==> config.mk <==
export PLATFORM = sky130hd
export DESIGN_NAME = startup_vsel_seq
export DESIGN_NICKNAME = d
export VERILOG_FILES = /design/src/rtl/vsel_seq_pkg.sv /design/src/rtl/vsel_win_timer.sv /design/src/rtl/vsel_ramp_tick.sv /design/src/rtl/vsel_rsel_decode.sv /design/src/rtl/startup_vsel_seq.sv
export SDC_FILE = /design/constraint.sdc
export NUM_CORES = 1
export LEC_CHECK = 0
export ABC_CLOCK_PERIOD_IN_PS = 4300
export BUFFER_PORTS_ARGS = -buffer_cell sky130_fd_sc_hd__buf_4
export CAP_MARGIN = 10
export CORE_UTILIZATION = 40
export DETAILED_ROUTE_END_ITERATION = 8
export PLACE_DENSITY_LB_ADDON = 0.3
export SLEW_MARGIN = 10
export SYNTH_ARGS = -nofsm -noshare
export SYNTH_HDL_FRONTEND = slang
export SYNTH_SLANG_ARGS = --single-unit
==> constraint.sdc <==
create_clock -name clk -period 4.3 [get_ports clk]
set_input_delay 0.215 -clock clk [delete_from_list [all_inputs] [get_ports clk]]
set_output_delay 0.215 -clock clk [all_outputs]
set_load 0.05 [all_outputs]
==> src/rtl/vsel_seq_pkg.sv <==
// Package: shared widths, sequencer state type and the resistor-code to
// voltage-code mapping. Voltage code = (volts - 2.5) / 0.05.
package vsel_seq_pkg;
    localparam int VC_W = 6;
    localparam int RC_W = 4;

    typedef enum logic [2:0] {
        ST_IDLE,
        ST_SOFT,
        ST_DETECT,
        ST_RAMP,
        ST_RUN
    } seq_state_t;

    // Table of the 15 selectable voltages; code 0 (open) returns 0 and is
    // replaced by the default in the caller.
    function automatic logic [VC_W-1:0] rcode_to_vcode(input logic [RC_W-1:0] c);
        case (c)
            4'd1:    return 6'd0;
            4'd2:    return 6'd4;
            4'd3:    return 6'd10;
            4'd4:    return 6'd14;
            4'd5:    return 6'd16;
            4'd6:    return 6'd18;
            4'd7:    return 6'd20;
            4'd8:    return 6'd22;
            4'd9:    return 6'd24;
            4'd10:   return 6'd26;
            4'd11:   return 6'd30;
            4'd12:   return 6'd34;
            4'd13:   return 6'd40;
            4'd14:   return 6'd50;
            4'd15:   return 6'd60;
            default: return 6'd0;
        endcase
    endfunction
endpackage

==> src/rtl/vsel_win_timer.sv <==
// Detection window timer. Counts cycles while run is high and flags the
// last cycle of a LIMIT-cycle window. Assumes LIMIT >= 1; clears when idle.
module vsel_win_timer #(
    parameter int LIMIT = 75000
) (
    input  logic clk,
    input  logic rst_n,
    input  logic run,
    output logic expire
);
    localparam int CW = $clog2(LIMIT + 1);

    logic [CW-1:0] cnt;

    // Window position counter, restarted whenever the window is closed.
    always_ff @(posedge clk) begin
        if (!rst_n || !run) cnt <= '0;
        else                cnt <= cnt + 1'b1;
    end

    assign expire = run && (cnt == CW'(LIMIT - 1));
endmodule

==> src/rtl/vsel_ramp_tick.sv <==
// Ramp pacing. While run is high, emits one tick every interval+1 cycles,
// the first one interval cycles after run rises. Counter never exceeds interval.
module vsel_ramp_tick #(
    parameter int W = 8
) (
    input  logic         clk,
    input  logic         rst_n,
    input  logic         run,
    input  logic [W-1:0] interval,
    output logic         tick
);
    logic [W-1:0] cnt;

    assign tick = run && (cnt >= interval);

    // Interval counter, reset on each tick and when not ramping.
    always_ff @(posedge clk) begin
        if (!rst_n || !run || tick) cnt <= '0;
        else                        cnt <= cnt + 1'b1;
    end
endmodule

==> src/rtl/vsel_rsel_decode.sv <==
// Translates the detected resistor code to a voltage code; an open pin
// (code 0) yields DEFAULT_VCODE. Purely combinational.
module vsel_rsel_decode
    import vsel_seq_pkg::*;
#(
    parameter logic [VC_W-1:0] DEFAULT_VCODE = 6'd16
) (
    input  logic [RC_W-1:0] rcode,
    output logic [VC_W-1:0] vcode
);
    // Open pin picks the default, every other code uses the table.
    always_comb begin
        if (rcode == '0) vcode = DEFAULT_VCODE;
        else             vcode = rcode_to_vcode(rcode);
    end
endmodule

==> src/rtl/startup_vsel_seq.sv <==
// Startup sequencer: soft start at the minimum voltage, resistor detection
// after power-good, ramp to the selected code, then release the overrides
// and accept host writes. Assumes inputs are synchronous to clk.
module startup_vsel_seq
    import vsel_seq_pkg::*;
#(
    parameter int               RAMP_W        = 8,
    parameter int               DET_CYCLES    = 75000,
    parameter logic [VC_W-1:0]  DEFAULT_VCODE = 6'd16
) (
    input  logic              clk,
    input  logic              rst_n,
    input  logic              en,
    input  logic              pgood,
    input  logic [RC_W-1:0]   rcode,
    input  logic              rcode_vld,
    input  logic              ramp_en,
    input  logic [RAMP_W-1:0] ramp_intv,
    input  logic              wr_en,
    input  logic [VC_W-1:0]   wr_data,
    output logic [VC_W-1:0]   vtarget,
    output logic              meas_en,
    output logic              dcm_force,
    output logic              ss_sel,
    output logic              out_good
);
    seq_state_t      state;
    logic [VC_W-1:0] goal;
    logic [VC_W-1:0] dec_vcode;
    logic            win_expire;
    logic            step_tick;

    vsel_win_timer #(.LIMIT(DET_CYCLES)) i_win (
        .clk    (clk),
        .rst_n  (rst_n),
        .run    (state == ST_DETECT),
        .expire (win_expire)
    );

    vsel_ramp_tick #(.W(RAMP_W)) i_tick (
        .clk      (clk),
        .rst_n    (rst_n),
        .run      (state == ST_RAMP),
        .interval (ramp_intv),
        .tick     (step_tick)
    );

    vsel_rsel_decode #(.DEFAULT_VCODE(DEFAULT_VCODE)) i_dec (
        .rcode (rcode),
        .vcode (dec_vcode)
    );

    // Sequencer state, voltage target and selected goal.
    always_ff @(posedge clk) begin
        if (!rst_n || !en) begin
            state   <= ST_IDLE;
            vtarget <= '0;
            goal    <= '0;
        end else begin
            case (state)
                ST_IDLE: begin
                    state   <= ST_SOFT;
                    vtarget <= '0;
                end
                ST_SOFT: begin
                    if (pgood) state <= ST_DETECT;
                end
                ST_DETECT: begin
                    if (rcode_vld) begin
                        goal  <= dec_vcode;
                        state <= ST_RAMP;
                    end else if (win_expire) begin
                        goal  <= DEFAULT_VCODE;
                        state <= ST_RAMP;
                    end
                end
                ST_RAMP: begin
                    if (vtarget == goal)   state   <= ST_RUN;
                    else if (!ramp_en)     vtarget <= goal;
                    else if (step_tick) begin
                        if (vtarget < goal) vtarget <= vtarget + 1'b1;
                        else                vtarget <= vtarget - 1'b1;
                    end
                end
                ST_RUN: begin
                    if (wr_en) vtarget <= wr_data;
                end
                default: state <= ST_IDLE;
            endcase
        end
    end

    assign meas_en   = (state == ST_DETECT);
    assign ss_sel    = (state == ST_SOFT) || (state == ST_DETECT) || (state == ST_RAMP);
    assign dcm_force = ss_sel;
    assign out_good  = (state == ST_RUN);
endmodule

==> results by group <==
Global routing
  – Grt ovf: 0
  – First-pass GRT wire length: 8459 um
  – Pin count of the biggest net entering global routing: 17
  – Total track usage: 0.1693
  – Initial antenna violation count: 0
  – Vias in the first global route: 1931

Timing
  – Max Clock Skew: 0.004679 ns
  – Period Utilization, post-route: 0.6301
  – Final hold viol count: 0
  – Setup TNS Final: 0 ns
  – Min Hold Slack: 0.1987 ns
  – Worst Max-Slew Pin Slew: 0.5441 ns
  – Relative slew margins: 0.6345
  – RSZ-0062 raised after global routing: no
  – Slew Limit Fails: 0
  – Finish-stage setup viols: 0
  – Fin crit period: 2.709 ns
  – Setup ws final: 1.591 ns
  – Fmax achieved: roughly 0.37 GHz

Route
  – DRC Markers: 0
  – DRT antenna net count: 0
  – Wire per inst: 12.79 um
  – Overall routed net length: between 5000 and 6000 um
  – Vias per inst: 5.217
  – Vias post-DR: around 2000
  – DR iter-0 viols: 70
  – First drt pass iteration count: 4

Placed design
  – DP Worst Slack: 1.608 ns
  – RePlAce Congestion: 0.8367
  – HPWL Detailed: 3852 um
  – Port bufs: 34
  – Cell Area, Placed: 0.002718 mm2

Synthesis
  – Post-synth cell types: 55
  – Mapped Area: 0.002426 mm2
  – Ys Warns: 0
  – Most area-hungry cell type in the Yosys netlist: dfxtp_1
  – Leading post-synthesis cells by cell area: dfxtp_1, ha_1, nor2_1
  – Fraction of registers with async set/reset: 0
  – Sequential area share after synthesis: 0.3218
  – Post-synth EDFFs: 0
  – Synth Flop Type: dfxtp_1
  – Synthesized Nets: between 300 and 400
  – Avg Inst Size Synth: about 8.6 um2
  – Most frequent cell after synthesis: nor2_1
  – Yosys reg bits: 39
  – Area share of the leading cell type in the synthesized netlist: 0.3218
  – Synth top cells by count: nor2_1, dfxtp_1, ha_1, inv_1, nand2_1
  – Gate Count Post-Synth: 283

Worst setup path
  – Worst Path Required: 4.47 ns
  – Crit path arrival time: 2.88 ns
  – Setup CP Type: register to register
  – Cell Chain, Critical Path: inv_1, ha_1, a21o_1, a21oi_1, o21a_1, inv_1, ha_1, a211oi_1, o21bai_1, a21oi_1, xor3_1, o21ai_0, a21oi_1
  – Critical path's largest stage delay: 0.33 ns
  – Worst Setup Start Kind: register
  – Crit-path slowest cell: dfxtp_1
  – Setup crit end kind: register
  – Cell mode on critical path: a21oi_1
  – Critical Path Fanout Max: 4

Floorplanning
  – Core box area: 0.005886 mm2
  – Die Y: 79.88 um
  – Standard-cell rows: 28
  – Die area: around 0.0064 mm2
  – Die Span X: 79.88 um
  – Ports: 35
  – Starting Density: 0.4122

Clock tree
  – Post-CTS sizing: 0
  – CTS Root Cell: clkbuf_8
  – CTS clk-pin slew, worst paths: 0.08 ns
  – CTS buffer count: 5
  – Clk sinks: 39
  – CTS tree: built
  – Post-CTS setup buffers: 0
  – Clock Tree Buf Depth: 2
  – CTS HTree Levels: 2
  – Clock latency on the worst-skew pair: 0.29 ns
  – Hold_buf cts: 0

Run
  – Max-cap violations: 0

Hold path
  – Hold WC Path Type: primary input to register

Power
  – Pleak: 1.159 nW
  – Pwr/cell area: 261.3 mW/mm2
  – Peak VDD IR: 140.3 uV

Final layout
  – Share of layout cells above drive strength 1: 0.1741
  – # diodes: 0
  – # fillers: approximately 590
  – Area Growth Syn to Fin: 15.63%
  – Final #Nets: approximately 370
  – Final Instance Area: 0.002805 mm2

Status
  – Status: complete, no violations
-- layer usage --
metal	global-route usage	vias up	wire length (um)
li1	-	1049	-
met1	0.2114	940	2329
met2	0.2795	43	2369
met3	0.04000	8	198
met4	0.06607	0	104
met5	0	-	0
-- path summary, 6_finish.rpt --
path / startpoint / end / slack, ns / cells past startpoint
setup / recovery: goal[4] / vtarget[5] / 1.59 / 13
hold / removal: rst_n / i_win.cnt[1] / 0.20 / 2
hold reg to reg: i_win.cnt[0] / i_win.cnt[0] / 0.46 / 1
setup reg to reg: goal[4] / vtarget[5] / 1.59 / 13
-- state kept, by name (all words and copies together) (netlist names) --
register	cells
state	3
goal	5
i_win.cnt	17
i_tick.cnt	8
vtarget	6
-- layout by cell type (no fill, tap or decap), drive strengths merged, types with 3 or more instances in the layout --
master  netlist  final
and3          5      5
ha           23     23
nand3        11     11
a22oi         3      3
inv          24     24
o21ai         9      9
a211oi        6      6
nand2b        3      3
nor3          7      7
nand2        20     20
buf           5     34
a21oi        20     20
dfxtp        39     39
a21o          4      4
o21a          3      3
nor2         41     41
clkbuf        3      6
nand4         8      8
xor2         15     15
xnor2         8      8
-- layout make-up --
class                      instances  area, um2  area share
multi-input combinational        212       1495      0.5330
tap                               75      93.84     0.03345
inverter                          24      92.59     0.03301
clock inverter                     1      5.005    0.001784
timing repair buffer              34      255.2     0.09099
sequential                        39      780.7      0.2783
clock buffer                       6      82.58     0.02944
-- power breakdown --
group          switching, mW  internal (mW)  leakage (nW)
logic                 0.0603         0.0513         0.797
clock network          0.126          0.126        0.0470
registers            0.00545          0.364         0.315
total                  0.192          0.541          1.16
-- cell families after synthesis --
group	Yosys count	synth area share
fa+ha+maj	24	0.1269
simple gates	104	0.2269
mux	3	0.01289
compound gates	57	0.1568
xor+xnor	24	0.09283
buf+inv	32	0.06189
flops	39	0.3218
-- worst max-delay path, delay by kind of cell, from the launching register on --
kind / cells / cell delay, ns
AOI/OAI and AO/OA: 8 / 1.26
xor gates and xnor gates: 1 / 0.22
adders and majority gates: 2 / 0.61
buffers and inverters: 2 / 0.17
DFF: 1 / 0.33
-- metrics by stage --
step	std cells	util	total power, mW
after global placement	384	0.4617	0.4874
after floorplan	283	-	0.4556
final	391	0.4766	0.7331
after global routing	391	0.4766	0.7664
after CTS	391	0.4766	0.7406
after detailed placement	384	0.4617	0.4889
Power figures use the tool's default switching activity.
